<file path="src/rtl/pfx_pkg.sv">
package pfx_pkg;
  localparam int unsigned BYTE_W_D   = 8;
  localparam int unsigned DST_LO_W_D = 3;
  localparam int unsigned DST_HI_W_D = 2;
  localparam int unsigned SRC_LO_W_D = 4;
  localparam int unsigned SRC_HI_W_D = 1;

  typedef enum logic [1:0] {
    BR_NONE = 2'b00,
    BR_REL  = 2'b01,
    BR_ABS  = 2'b10
  } br_kind_e;
endpackage

</file>
<file path="src/rtl/pfx_hold_reg.sv">
module pfx_hold_reg #(
  parameter int unsigned BYTE_W = 8,
  parameter int unsigned PIDX_W = 3
) (
  input  logic              clk,
  input  logic              rst_n,
  input  logic              stall_i,
  input  logic              wr_i,
  input  logic [BYTE_W-1:0] data_i,
  input  logic [PIDX_W-1:0] idx_i,
  output logic [BYTE_W-1:0] hi_o,
  output logic [PIDX_W-1:0] idx_o,
  output logic              vld_o
);
  logic [BYTE_W-1:0] hi_q, hi_d;
  logic [PIDX_W-1:0] idx_q, idx_d;
  logic              vld_q, vld_d;
  logic              adv;

  // State moves only in unstalled cycles
  assign adv = ~stall_i;

  always_comb begin
    vld_d = wr_i;
    hi_d  = wr_i ? data_i : '0;
    idx_d = wr_i ? idx_i  : '0;
  end

  always_ff @(posedge clk or negedge rst_n) begin
    if (!rst_n) begin
      hi_q  <= '0;
      idx_q <= '0;
      vld_q <= 1'b0;
    end else if (adv) begin
      hi_q  <= hi_d;
      idx_q <= idx_d;
      vld_q <= vld_d;
    end
  end

  assign hi_o  = hi_q;
  assign idx_o = idx_q;
  assign vld_o = vld_q;
endmodule

</file>
<file path="src/rtl/pfx_operand_merge.sv">
module pfx_operand_merge #(
  parameter int unsigned BYTE_W   = 8,
  parameter int unsigned DST_LO_W = 3,
  parameter int unsigned DST_HI_W = 2,
  parameter int unsigned SRC_LO_W = 4,
  parameter int unsigned SRC_HI_W = 1,
  localparam int unsigned PIDX_W  = DST_HI_W + SRC_HI_W,
  localparam int unsigned DST_W   = DST_LO_W + DST_HI_W,
  localparam int unsigned SRC_W   = SRC_LO_W + SRC_HI_W
) (
  input  logic [BYTE_W-1:0]   hi_i,
  input  logic [PIDX_W-1:0]   pidx_i,
  input  logic [BYTE_W-1:0]   lo_i,
  input  logic [DST_LO_W-1:0] dst_lo_i,
  input  logic [SRC_LO_W-1:0] src_lo_i,
  output logic [2*BYTE_W-1:0] imm_o,
  output logic [DST_W-1:0]    dst_o,
  output logic [SRC_W-1:0]    src_o
);
  logic [SRC_HI_W-1:0] src_hi;
  logic [DST_HI_W-1:0] dst_hi;

  // Low part of the extension feeds the source index, the rest the destination
  genvar g;
  generate
    for (g = 0; g < SRC_HI_W; g++) begin : g_src_hi
      assign src_hi[g] = pidx_i[g];
    end
    for (g = 0; g < DST_HI_W; g++) begin : g_dst_hi
      assign dst_hi[g] = pidx_i[SRC_HI_W + g];
    end
  endgenerate

  always_comb begin
    imm_o = {hi_i, lo_i};
    dst_o = {dst_hi, dst_lo_i};
    src_o = {src_hi, src_lo_i};
  end
endmodule

</file>
<file path="src/rtl/pfx_branch_kind.sv">
module pfx_branch_kind
  import pfx_pkg::*;
(
  input  logic     branch_i,
  input  logic     vld_i,
  output br_kind_e kind_o
);
  always_comb begin
    if (!branch_i)  kind_o = BR_NONE;
    else if (vld_i) kind_o = BR_ABS;
    else            kind_o = BR_REL;
  end
endmodule

</file>
<file path="src/rtl/pfx_ext_unit.sv">
module pfx_ext_unit
  import pfx_pkg::*;
#(
  parameter int unsigned BYTE_W   = BYTE_W_D,
  parameter int unsigned DST_LO_W = DST_LO_W_D,
  parameter int unsigned DST_HI_W = DST_HI_W_D,
  parameter int unsigned SRC_LO_W = SRC_LO_W_D,
  parameter int unsigned SRC_HI_W = SRC_HI_W_D,
  localparam int unsigned PIDX_W  = DST_HI_W + SRC_HI_W,
  localparam int unsigned DST_W   = DST_LO_W + DST_HI_W,
  localparam int unsigned SRC_W   = SRC_LO_W + SRC_HI_W,
  localparam int unsigned IMM_W   = 2 * BYTE_W
) (
  input  logic                clk,
  input  logic                rst_n,
  input  logic                stall_i,
  input  logic                pfx_wr_i,
  input  logic [BYTE_W-1:0]   pfx_data_i,
  input  logic [PIDX_W-1:0]   pfx_idx_i,
  input  logic [BYTE_W-1:0]   imm_lo_i,
  input  logic [DST_LO_W-1:0] dst_idx_i,
  input  logic [SRC_LO_W-1:0] src_idx_i,
  input  logic                branch_i,
  output logic [IMM_W-1:0]    imm_o,
  output logic [DST_W-1:0]    dst_idx_o,
  output logic [SRC_W-1:0]    src_idx_o,
  output logic                br_abs_o,
  output logic                br_rel_o
);
  logic [BYTE_W-1:0] held_hi;
  logic [PIDX_W-1:0] held_idx;
  logic              held_vld;
  br_kind_e          br_kind;

  pfx_hold_reg #(
    .BYTE_W (BYTE_W),
    .PIDX_W (PIDX_W)
  ) u_hold (
    .clk     (clk),
    .rst_n   (rst_n),
    .stall_i (stall_i),
    .wr_i    (pfx_wr_i),
    .data_i  (pfx_data_i),
    .idx_i   (pfx_idx_i),
    .hi_o    (held_hi),
    .idx_o   (held_idx),
    .vld_o   (held_vld)
  );

  pfx_operand_merge #(
    .BYTE_W   (BYTE_W),
    .DST_LO_W (DST_LO_W),
    .DST_HI_W (DST_HI_W),
    .SRC_LO_W (SRC_LO_W),
    .SRC_HI_W (SRC_HI_W)
  ) u_merge (
    .hi_i     (held_hi),
    .pidx_i   (held_idx),
    .lo_i     (imm_lo_i),
    .dst_lo_i (dst_idx_i),
    .src_lo_i (src_idx_i),
    .imm_o    (imm_o),
    .dst_o    (dst_idx_o),
    .src_o    (src_idx_o)
  );

  pfx_branch_kind u_br (
    .branch_i (branch_i),
    .vld_i    (held_vld),
    .kind_o   (br_kind)
  );

  assign br_abs_o = (br_kind == BR_ABS);
  assign br_rel_o = (br_kind == BR_REL);
endmodule

</file>
<file path="config.mk">
export PLATFORM = sky130hd
export DESIGN_NAME = pfx_ext_unit
export DESIGN_NICKNAME = d
export VERILOG_FILES = /design/src/rtl/pfx_pkg.sv /design/src/rtl/pfx_hold_reg.sv /design/src/rtl/pfx_operand_merge.sv /design/src/rtl/pfx_branch_kind.sv /design/src/rtl/pfx_ext_unit.sv
export SDC_FILE = /design/constraint.sdc
export NUM_CORES = 1
export LEC_CHECK = 0
export CORE_MARGIN = 1.5
export CORE_UTILIZATION = 29
export DETAILED_ROUTE_END_ITERATION = 8
export MAX_ROUTING_LAYER = met4
export PLACE_DENSITY_LB_ADDON = 0.08
export SYNTH_ARGS = -nofsm -noshare
export SYNTH_HDL_FRONTEND = slang
export SYNTH_SLANG_ARGS = --single-unit
</file>
<file path="constraint.sdc">
create_clock -name clk -period 0.8 [get_ports clk]
set_input_delay 0.16 -clock clk [delete_from_list [all_inputs] [get_ports clk]]
set_output_delay 0.16 -clock clk [all_outputs]
set_load 0.02 [all_outputs]
</file>
* Word-level counts from Yosys, hierarchy flattened *
Index checks and enable logic that the tools add are counted.

word-level totals
  bits in registers = 12
  input port bits = 31
  output and inout port bits = 28
  logic and storage cells = 9

operators by class
  eq/ne operators = 2
  multiplexer cells = 4

operators with widths
  operator                                                          count
  8-bit two-way mux                                                 1
  2-bit two-way mux                                                 2
  3-bit two-way mux                                                 1
  2-bit by 1-bit == test with 1-bit output (second input constant)  1
  2-bit == test (second input constant)                             1

* Depth between registers and ports, before layout *
  depth in word-level cells = 3
  gate-level depth with buffers = 4

* Modules after synthesis *
Synthesis repeated with hierarchy kept, for this count alone.

unflattened totals
  cells, all modules = 79
  area total of the unflattened synthesis = 695.7 um^2

modules (own cells, without submodules)
  module             instances  cells an instance  area an instance (um^2)  sequential area each (um^2)
  pfx_hold_reg       1          49                 469.2                    300.3
  pfx_operand_merge  1          26                 195.2                    0.0
  pfx_branch_kind    1          2                  16.3                     0.0
  pfx_ext_unit       1          2                  15.0                     0.0

* Worst setup path before layout *
No wires, ideal clock.

  path kind = reg-to-output
  start = register u_hold.vld_q (netlist: u_hold.vld_o)
  end = output br_rel_o
  arrival = 682 ps
  data required time = 640 ps
  slack = -42 ps
  cell stages (with the launch flop) = 2
  path buffers = 0
  cell sequence = dfrtp_1 -> nor2b_1

on the way
  longest elaborated chain between the ends = 3

ends and longest elaborated chain
  element                                   RTL line               source
  from (decl)                               pfx_hold_reg.sv:17     logic vld_q, vld_d;
  from (signal assigned)                    pfx_hold_reg.sv:37     vld_q <= vld_d;
  2-bit two-way mux                         pfx_branch_kind.sv:10  else if (vld_i) kind_o = BR_ABS;
  2-bit two-way mux                         pfx_branch_kind.sv:9   if (!branch_i) kind_o = BR_NONE;
  2-bit by 1-bit == test with 1-bit output  pfx_ext_unit.sv:74     assign br_rel_o = (br_kind == BR_REL);
  to (decl)                                 pfx_ext_unit.sv:28     output logic br_rel_o

Every way passes these cells.

* Worst setup path in the final report *
  start = register u_hold.vld_q (netlist: u_hold.vld_o)
  end = output br_abs_o

on the way
  longest elaborated chain between the ends = 3

ends and longest elaborated chain
  element            RTL line               source
  2-bit two-way mux  pfx_branch_kind.sv:10
  2-bit two-way mux  pfx_branch_kind.sv:9
  2-bit == test      pfx_ext_unit.sv:73     assign br_abs_o = (br_kind == BR_ABS);
  to (decl)          pfx_ext_unit.sv:27     output logic br_abs_o,

Every way passes these cells.

==> run_results.csv <==
group,metric,value,unit
outcome,status,"complete, but fails checks",
outcome,violations,"negative setup slack",
pwr,vdd_drop_max,0.804,mV
detailed_routing,drt_iter0_drc,3,
floorplanning,die-area,0.00244,sq mm
yosys,syn-num-nets,90,
timing,timing.final.ws_setup,-0.314,ns
final_layout,drive_gt1_share,49.4,%
detailed_routing,totalWireLength,1330,um
timing,worst_pin_slew,0.278,ns
worst_setup_path,cp-end-kind,"output port",
timing,setup_viol,13,
worst_setup_path,crit_type,"reg2out",
final_layout,design_area,922,sq um
clocking,cts_made_buffers,3,
global_routing,top_usage_layer,"met2",
global_routing,overflow,0,
clocking,holdBufCountCts,0,
final_layout,nets,115,
worst_setup_path,cp_top_family,"flip-flops",
final_layout,final_util,46.1,%
floorplanning,die_w,49.4,um
clocking,insertion_delay,0.28,ns
worst_setup_path,cp.required,0.64,ns
global_routing,track_usage,11.9,%
clocking,clock-sinks,12,
timing,slew_headroom,81.5,%
yosys,syn_area_per_cell,10.6,sq um
worst_setup_path,path_max_fanout,3,
timing,period_needed,1.11,ns
place,place_area,840,sq um
clocking,path_clk_slew,0.08,ns
place,hpwl,1000,um
detailed_routing,drtPass1Iterations,2,
global_routing,antenna_found_initial,0,
clocking,cts_tree,"built",
detailed_routing,detail-route-antenna-nets,0,
worst_setup_path,crit_path_start_kind,"flop",
timing,rsz0062_at_grt,"yes",
final_layout,n_fill_cell,206,
place,port_buffers,28,
global_routing,grt_max_degree,12,
yosys,synth_area,624,sq um
floorplanning,start_util,31.2,%
timing,hold_viol,0,
yosys,synth_xor_area_share,0,%
floorplanning,rows,16,
yosys,synth-simple-area-share,12.6,%
yosys,yosysWarnings,0,
timing,period_share,139,%
floorplanning,dieHeight,49.4,um
global_routing,grt_pass1_wl,2130,um
place,place_congestion,0.578,
worst_setup_path,crit_chain,"and2_4 -> buf_6",
flow_run,cap_violations,0,
clocking,cts_root_buffer,"clkbuf_4",
pwr,cellPowerDensity,1710,mW/mm^2
detailed_routing,vias_per_cell,4.16,
yosys,synth-seq-cells,12,
worst_setup_path,crit_slowest_cell,"dfrtp_1",
detailed_routing,drc,0,
final_layout,area_delta_synth_final,47.7,%
global_routing,globalRouteMet1Util,15.3,%
global_routing,grt_pass1_vias,438,
detailed_routing,routed-via-count,458,
yosys,synthMuxAreaShare,0,%
floorplanning,core,0.00200,sq mm
timing,fmax,897,MHz
detailed_routing,wl_per_cell,12.1,um
timing,drv_slew,0,
worst_setup_path,max_stage_delay,0.41,ns
worst_setup_path,path_buf_inv,1,
timing,finClkSkew,0,ns
yosys,synth_seq_area_share,48.1,%
yosys,synth-compound-area-share,15.2,%
clocking,ctsHtreeMaxLevel,1,
clocking,ctsLongestPathBuffers,2,
global_routing,grtUsageMet3,4.60,%
global_routing,gr-usage-met2,16.0,%
final_layout,n_antenna_cell,0,
floorplanning,pin_count,59,
yosys,synthAdderAreaFrac,0,%
yosys,synth_top_family_by_area,"buffers and inverters",
yosys,synthCells,59,
yosys,synth.distinct_cells,12,
pwr,power.leakage,0.440,nW
min_path,min-delay-path-class,"in2async",
pwr,p_total,0.00158,W
worst_setup_path,arrival,0.95,ns
-- area by class of cell --
type / count / area [sq um] / share of cell area [%]
clock buffer: 4 / 36.3 / 3.93
multi-input combinational: 29 / 179 / 19.4
sequential: 12 / 304 / 33.0
tap: 27 / 33.8 / 3.66
timing repair buffer: 38 / 369 / 40.0
-- stage by stage --
step                TNS, ns  hold WS (ns)  worst slack [ns]  cells
floorplan                 0        -0.136           0.00109     59
global placement      -9.98         0.320            -0.696    102
detailed placement   -10.13         0.320            -0.702    102
CTS                   -2.67         0.177            -0.332    106
global route          -2.97         0.210            -0.371    110
finish                -2.48         0.183            -0.314    110
-- cells by family after synthesis --
| family | after synthesis |
|---|---|
| compound gates | 12 |
| flops | 12 |
| buf+inv | 18 |
| simple gates | 17 |
-- flip-flops by register name, indices dropped and copies added (netlist names) --
| register | cells |
|---|---|
| u_hold.vld_o | 1 |
| u_hold.idx_o | 3 |
| u_hold.hi_o | 8 |
-- where the power goes --
group | total, W | leakage (nW) | switching, W | internal [W]
registers | 0.000690 | 0.151 | 0.0000349 | 0.000656
clock network | 0.000495 | 0.0210 | 0.000218 | 0.000277
logic | 0.000392 | 0.268 | 0.000159 | 0.000233
total | 0.00158 | 0.440 | 0.000412 | 0.00117
-- synthesized netlist by cell type --
cell	instances	share of area (%)
a21o_2	1	1.4
nor2b_1	1	1.0
buf_8	1	2.4
buf_4	15	18
o21ai_2	3	4.2
buf_6	2	3.6
dfrtp_1	12	48
nand2_1	14	8.4
and2_1	1	1.0
a22o_2	4	6.4
o21ai_0	4	3.2
nor2b_4	1	2.2
-- final timing paths --
kind                       cells past startpoint       startpoint  slack [ns]              end
hold / removal                                 2            rst_n        0.18   u_hold.hi_o[0]
max in group asynchronous                      2            rst_n        0.48   u_hold.hi_o[3]
setup / recovery                               2     u_hold.vld_o       -0.31         br_abs_o
min in group clk                               0      imm_lo_i[3]        0.32         imm_o[3]
hold reg to reg                                2  u_hold.idx_o[2]        0.52  u_hold.idx_o[2]
setup reg to reg                               3   u_hold.hi_o[6]        0.04   u_hold.hi_o[6]
-- routing by layer --
layer  part of all wire (%)  wire length, um
met2                     45              593
met1                     42              553
met3                     12              162
met5                      0                0
met4                    1.6               21
-- placed cells by master (no fill, tap or decap), drive strengths merged --
cell,Yosys,final
a21o,1,1
a22o,4,4
and2,1,1
buf,18,23
clkbuf,0,4
clkdlybuf4s50,0,13
dfrtp,12,12
dlygate4sd2,0,2
nand2,14,14
nor2b,2,2
o21ai,7,7
-- timing repair --
action,in CTS,in global routing
setup endpoints to repair,25,13
setup buffers,0,4
gates resized for setup,81,0
pin swaps,1,0
Note: power is estimated with default switching activity, not from simulation.
